**config.mk**
```make
export PLATFORM = sky130hd
export DESIGN_NAME = vid_wait_gen
export DESIGN_NICKNAME = d
export VERILOG_FILES = /design/src/rtl/vid_wait_gen.sv
export SDC_FILE = /design/constraint.sdc
export NUM_CORES = 1
export LEC_CHECK = 0
export BUFFER_PORTS_ARGS = -buffer_cell sky130_fd_sc_hd__buf_2
export CAP_MARGIN = 10
export CORE_MARGIN = 2
export CORE_UTILIZATION = 35
export CTS_BUF_LIST = sky130_fd_sc_hd__clkbuf_4 sky130_fd_sc_hd__clkbuf_8
export DETAILED_ROUTE_END_ITERATION = 7
export GPL_ROUTABILITY_DRIVEN = 0
export SLEW_MARGIN = 20
export SYNTH_ARGS = -nofsm -noshare
export SYNTH_HDL_FRONTEND = slang
export SYNTH_SLANG_ARGS = --single-unit
```
**constraint.sdc**
```tcl
create_clock -name clk -period 3.62 [get_ports clk]
set_input_delay 0.543 -clock clk [delete_from_list [all_inputs] [get_ports clk]]
set_output_delay 0.543 -clock clk [all_outputs]
set_load 0.02 [all_outputs]
```
**src/rtl/vid_wait_gen.sv**
```systemverilog
module vid_wait_gen #(
  parameter int CPU_DOTS  = 3,
  parameter int CHAR_DOTS = 16,
  parameter int LEAD_DOTS = 8,
  localparam int DW = $clog2(CHAR_DOTS),
  localparam int CW = $clog2(2 * CHAR_DOTS + LEAD_DOTS) + 1
) (
  input  logic          clk,
  input  logic          rst_n,
  input  logic          acc_stb,
  input  logic          vid_sel,
  output logic          ready,
  output logic [CW-1:0] wait_cnt
);

  logic [DW:0]   dot_ph;
  logic [CW-1:0] remain;

  wire [DW:0] dsum  = dot_ph + (DW+1)'(CPU_DOTS);
  wire [DW:0] dnext = (dsum >= (DW+1)'(CHAR_DOTS)) ? dsum - (DW+1)'(CHAR_DOTS) : dsum;

  wire [CW-1:0] lead = CW'(dot_ph) + CW'(LEAD_DOTS);
  wire [CW-1:0] bnd  = (lead / CW'(CHAR_DOTS) + CW'(1)) * CW'(CHAR_DOTS);
  wire [CW-1:0] span = bnd - CW'(dot_ph);
  wire [CW-1:0] need = (span + CW'(CPU_DOTS - 1)) / CW'(CPU_DOTS);

  assign ready = (remain == '0);
  wire take = acc_stb & vid_sel & ready;

  always_ff @(posedge clk or negedge rst_n) begin
    if (!rst_n) begin
      dot_ph   <= '0;
      remain   <= '0;
      wait_cnt <= '0;
    end else begin
      dot_ph <= dnext;
      if (take) begin
        remain   <= need;
        wait_cnt <= need;
      end else if (!ready) begin
        remain <= remain - CW'(1);
      end
    end
  end

endmodule

```
==> metrics.md, run 1 <==
| Metric | Value |
|---|---|
| Clock Latency Late Sink | 0.25 ns |
| DRT Wirelength | 3570 um |
| Placed cell area | 0.00155 mm^2 |
| Fin area | 0.00160 mm^2 |
| Postcts setup bufs | 0 |
| Global route total overflow | 0 |
| Worst-path fanout max | 17 |
| CTS Buf Count | 3 |
| Worst Path Arrival | about 3 ns |
| Root Driver | clkbuf_8 |
| Top post-synthesis cells by area | dfrtp_1 28%, ha_1 5.0%, a21oi_1 4.3% |
| Crit Path Category | reg2reg |
| Fillcell total | 417 |
| Sink Count | 17 |
| LEAKAGE | 0.711 nW |
| Post-synth cell types | 67 |
| Synth Instances | 182 |
| Crit. End Element | register |
| Worst Setup Start Kind | register |
| EDFF count, synth | 0 |
| PortBufs | 10 |
| First-pass GRT wire length | 6100 um |
| Minimum clock period after layout | 2.86 ns |
| Worst clock skew | 0.00397 ns |
| Antenna viol nets, final | 0 |
| Sum Neg Setup Slack | 0 ns |
| DRC | 0 |
| Top FF cell, synth | dfrtp_1 |
| Vias in the first global route | 1231 |
| Worst relative slew slack | 55.1% |
| Mapped cell area | 0.00152 mm^2 |
| Final setup fails | 0 |
| Initial Utilization | 37.1% |
| Worst hold-check path type | in2async |
| Finished Layout Cells | 232 |
| Outcome | finished, final reports clean |
| Final core occ | 39.2% |
| Largest net degree at the start of global routing | 25 |
| RSZ-0062 raised after global routing | no |
| # diodes | 0 |
| Final worst slack | 0.765 ns |
| Syn Area/Cell | roughly 8.3 um^2 |
| Seq/Total Area, Yosys | about 28% |
| Total core area | 0.00409 mm^2 |
| Pwr Total | around 0.63 mW |
| FF-to-FF path depth | 8 |
| Die height | roughly 70 um |
| WL per Instance | roughly 15 um |
| # rows | 23 |
| Syn. warnings | 0 |
| CTS tree | built |
| Period utilization | 78.9% |
| Area delta synth->final | 5.53% |
| Clk buf depth | 2 |
| Initial drt markers | 63 |
| Slew @ Worst Pin | 0.674 ns |
| Hold-fix buffers, CTS | 0 |
| Post-synth ARST share | 100% |
| Worst EP required | between 3 and 4 ns |
| Post-DP HPWL | 2560 um |
| Max Transition Viols Final | 0 |
| Largest area contributor in the netlist | dfrtp_1 |
| Worst slack, placed | 0.798 ns |
| Routed vias | 1378 |
| GRT Overall Usage | 15.2% |
| DIE WIDTH | 69.8 um |
| Fin nets | 193 |
| Ports | 12 |
| Layout cells sized above 1 | about 16% |
| Total of max-cap violations | 0 |
| DR pass1 iterations | 5 |
| Clock Pin Slew Worst Setup and Hold Paths | 0.07 ns |
| Dpl cells | 228 |
| Via/cell ratio | 5.94 |
| Worst VDD drop | 171 uV |
| PostCTS Resize Cnt | 0 |
| Yosys reg bits | 17 |
| Total power divided by cell area | 394 mW/mm^2 |
| Initial antenna violation count | 0 |
| Max Fclk | about 350 MHz |
| Final Hold Vio Count | 0 |
| H-tree depth | 1 |
| Min Hold Slack | between 0.2 and 0.25 ns |
| Yosys top cell area share | 28.1% |
| Die area | 0.00488 mm^2 |
==> per-layer routing <==
layer	up-vias	wire (um)	global-route usage, %
met4	0	25	2.78
met3	2	244	4.07
met5	-	0	0
met1	648	1640	22.1
li1	672	-	-
met2	56	1660	22.8
==> power breakdown <==
group          switching [mW]  leakage, nW  internal, mW
Sequential             0.0419        0.212         0.247
Clock                  0.0647       0.0255        0.0763
Combinational           0.110        0.474        0.0902
Total                   0.217        0.711         0.414
==> area by class of cell <==
class	instances	area, um^2	area share, %
timing repair buffer	11	57.6	3.60
clock buffer	3	41.3	2.58
inverter	10	42.5	2.66
tap	50	62.6	3.91
clock inverter	1	5.00	0.313
multi-input combinational	140	966	60.4
sequential	17	425	26.6
==> critical path: stages, from the launching register on <==
cell and delay [ns]:
dfrtp_1 0.61, ha_1 0.57, o221ai_1 0.22, a311o_1 0.38, ha_1 0.29, a21oi_1 0.20
nand3_2 0.10, a311oi_2 0.28, nor3_1 0.08
==> path summary, 6_finish.rpt <==
kind,start,end,slack [ns]
worst max-delay path,dot_ph[0],remain[0],0.76
worst min-delay path,rst_n,remain[6],0.21
worst max register to register,dot_ph[0],remain[0],0.76
worst min register to register,wait_cnt[2],wait_cnt[2],0.47
max in group asynchronous,rst_n,dot_ph[1],3.13
min in group clk,wait_cnt[2],wait_cnt[2],0.47
==> logic make-up (layout without fill, tap and decap cells) <==
kind of cell,Yosys count,count (layout),synth area share [%]
and+or+nand+nor,64,64,24.4
AOI/OAI and AO/OA,59,59,28.7
buffers and inverters,27,25,8.75
DFF,17,17,28.1
adders and majority gates,6,6,4.95
xor gates and xnor gates,6,6,3.47
muxes,2,2,1.40
other,1,3,0.247
==> layout by cell type (no fill, tap or decap), drive strengths merged, types with 3 or more instances in the layout <==
cell     Yosys  layout
dfrtp       17      17
nand2       16      16
a21oi       13      13
buf          9      11
inv         10      10
nor2         9       9
nor3         7       7
o21ai        6       6
xnor2        6       6
ha           6       6
nand3        5       5
a21o         3       3
nand2b       3       3
o2111ai      3       3
conb         1       3
clkbuf       8       3
or3b         3       3
o31a         3       3
or3          3       3
and2         3       3
==> synth_stat cells, types with 2 or more instances <==
cell type   n
or3_2       2
o211ai_1    2
ha_1        6
nand3_1     4
o21ai_0     6
buf_2       6
nand2_1    16
o311ai_0    2
a2bb2oi_1   2
inv_1       9
nor3_1      7
o2111ai_1   3
o221ai_1    2
clkbuf_1    8
a21o_1      3
buf_6       2
o21a_1      2
o31ai_1     2
nor2_1      9
or3b_2      2
a31oi_1     2
o31a_1      2
dfrtp_1    17
xnor2_1     6
and3b_1     2
a21oi_1    13
nor2b_1     2
or2_2       2
nand2b_1    3
==> state kept, by name, summed over array words and instances (netlist names) <==
| name | count |
|---|---|
| dot_ph | 4 |
| remain | 7 |
| wait_cnt | 6 |
No activity file was read; power rests on OpenSTA's default activity.
==> run 2, diff against run 1 <==
==> constraint.sdc (replaced) <==
create_clock -name clk -period 2.8 [get_ports clk]
set_input_delay 0.42 -clock clk [delete_from_list [all_inputs] [get_ports clk]]
set_output_delay 0.42 -clock clk [all_outputs]
set_load 0.02 [all_outputs]
==> metrics.md, run 2 (synthesis results as in run 1) <==
| Metric | Value |
|---|---|
| RSZ-0062 raised after global routing | no |
| Cell family with most CP delay | simple AND/OR/NAND/NOR gates |
| Via/cell ratio | 5.77 (-2.9%) |
| Worst clock skew | 0.00215 ns (-0.00181 ns) |
| Sum Neg Setup Slack | 0 ns (unchanged) |
| Root Driver | clkbuf_8 |
| Worst-path fanout max | 7 (-10) |
| Slew @ Worst Pin | 0.488 ns (-0.186 ns) |
| Cells along the critical path | inv_1, ha_1, or3b_4, or4_4, inv_6, buf_2 |
| Worst VDD drop | 201 uV (+18%) |
| Fillcell total | 421 (+0.96%) |
| CTS tree | built |
| Largest net degree at the start of global routing | 23 (-8.0%) |
| CTS Buf Count | 3 (unchanged) |
| PortBufs | 10 (unchanged) |
| # rows | 23 (unchanged) |
| Vias in the first global route | 1196 (-2.8%) |
| Outcome | finished, final reports clean |
| DIE WIDTH | 69.8 um (unchanged) |
| Initial antenna violation count | 0 (unchanged) |
| DRT Wirelength | 3450 um (-3.2%) |
| H-tree depth | 1 (unchanged) |
| Initial Utilization | 37.1% (unchanged) |
| Worst Setup Start Kind | register |
| Total of max-cap violations | 0 (unchanged) |
| Minimum clock period after layout | 2.47 ns |
| Final Hold Vio Count | 0 (unchanged) |
| Ports | 12 (unchanged) |
| Total core area | 0.00409 mm^2 (unchanged) |
| Slowest cell on crit path | or4_4 |
| Antenna viol nets, final | 0 (unchanged) |
| Total power divided by cell area | 498 mW/mm^2 (+26%) |
| Worst hold-check path type | in2async |
| Clock Pin Slew Worst Setup and Hold Paths | 0.07 ns (about the same) |
| Crit. End Element | output port |
| Crit Path Category | reg2out |
| Largest register FFs | 7 (unchanged) |
| Worst EP required | 2.38 ns (-1.37 ns) |
| Area delta synth->final | 8.00% |
| Fin area | 0.00164 mm^2 (+2.3%) |
| # diodes | 0 (unchanged) |
| Die area | 0.00488 mm^2 (unchanged) |
| Biggest regs | remain x7, wait_cnt x6, dot_ph x4 |
| LEAKAGE | 0.733 nW (+3.1%) |
| Routed vias | 1367 (-0.80%) |
| Worst relative slew slack | 67.1% (+12 points) |
| Layout cells sized above 1 | 18.7% (+2.2 points) |
| Crit-path max cell delay | 0.50 ns (-0.11 ns) |
| Postcts setup bufs | 0 (unchanged) |
| Commonest non-fill, non-tap cell in the layout | dfrtp_1 |
| GRT Overall Usage | 14.5% (-0.71 points) |
| DRC | 0 (unchanged) |
| Clk buf depth | 2 (unchanged) |
| Die height | 69.8 um (unchanged) |
| Max Fclk | 406 MHz |
| Final setup fails | 0 (unchanged) |
| Post-DP HPWL | 2530 um (-0.90%) |
| Period utilization | 88.0% |
| Worst path bufs/invs | 3 (+3) |
| Clock Latency Late Sink | 0.25 ns (about the same) |
| Commonest non-fill, non-tap cells in the layout | 17 x dfrtp_1, 16 x nand2_1, 13 x a21oi_1 |
| Placed cell area | 0.00159 mm^2 (+2.4%) |
| DR pass1 iterations | 4 (-1) |
| Hold-fix buffers, CTS | 0 (unchanged) |
| Max Transition Viols Final | 0 (unchanged) |
| Top reg by flops | remain |
| PostCTS Resize Cnt | 0 (unchanged) |
| WL per Instance | 14.6 um (-5.2%) |
| Fin nets | 198 (+2.6%) |
| Global route total overflow | 0 (unchanged) |
| Worst Path Arrival | 2.05 ns (-0.93 ns) |
| Sink Count | 17 (unchanged) |
| Initial drt markers | 76 (+21%) |
| First-pass GRT wire length | 5860 um (-4.0%) |
## run 2: changes by cell type in the layout (fill, tap and decap cells not counted), sizes merged
cell and delta:
buf +5
## run 2: report_power, final
part	switching, mW	leakage, nW	total [mW]	internal (mW)
Sequential	0.0525	0.212	0.372	0.320
Combinational	0.142	0.496	0.259	0.116
Clock	0.0856	0.0255	0.184	0.0987
Total	0.280	0.733	0.815	0.535
## run 2: area by class of cell
cell class | instances | area (um^2) | share of cell area, %
clock buffers | 3 | 41.3 | 2.52
flip-flops and latches | 17 | 425 | 26.0
multi-input cells | 140 | 966 | 59.0
well taps | 50 | 62.6 | 3.82
repair buffers | 16 | 95.1 | 5.81
clock inverters | 1 | 5.00 | 0.306
inverters | 10 | 42.5 | 2.60
## run 2: worst register-to-register path, stage by stage (launching register included)
cell and delay (ns):
dfrtp_1 0.48, ha_1 0.26, inv_1 0.16, o221ai_1 0.14, a311o_1 0.38, ha_1 0.27, a21oi_1 0.19, nand3_2 0.10
a311oi_2 0.27, nor3_1 0.08
## run 2: final timing paths
check                            start           to  slack [ns]  cells after the start
setup reg to reg             dot_ph[1]    remain[0]        0.36                      9
min in group clk           wait_cnt[2]  wait_cnt[2]        0.47                      2
setup / recovery             remain[0]        ready        0.33                      6
max in group asynchronous        rst_n  wait_cnt[4]        2.45                      1
hold reg to reg            wait_cnt[2]  wait_cnt[2]        0.47                      2
hold / removal                   rst_n    remain[3]        0.08                      1
## run 2: per-layer routing
metal	share of wire, %	global-route usage, %
met3	4.3	1.45
met1	52	22.4
met2	42	20.8
met5	0	0
met4	1.6	4.49
## run 2: stage by stage
step                      worst slack [ns]  util [%]  instances  hold slack [ns]  total power [mW]
after floorplan                      0.410         -        184            0.124             0.571
after global placement               0.371      38.9        233            0.367             0.629
after detailed placement             0.380      38.9        233            0.369             0.634
after CTS                            0.332      40.1        237           0.0956             0.821
after global routing                 0.186      40.1        237            0.104             0.879
final                                0.335      40.1        237           0.0807             0.815
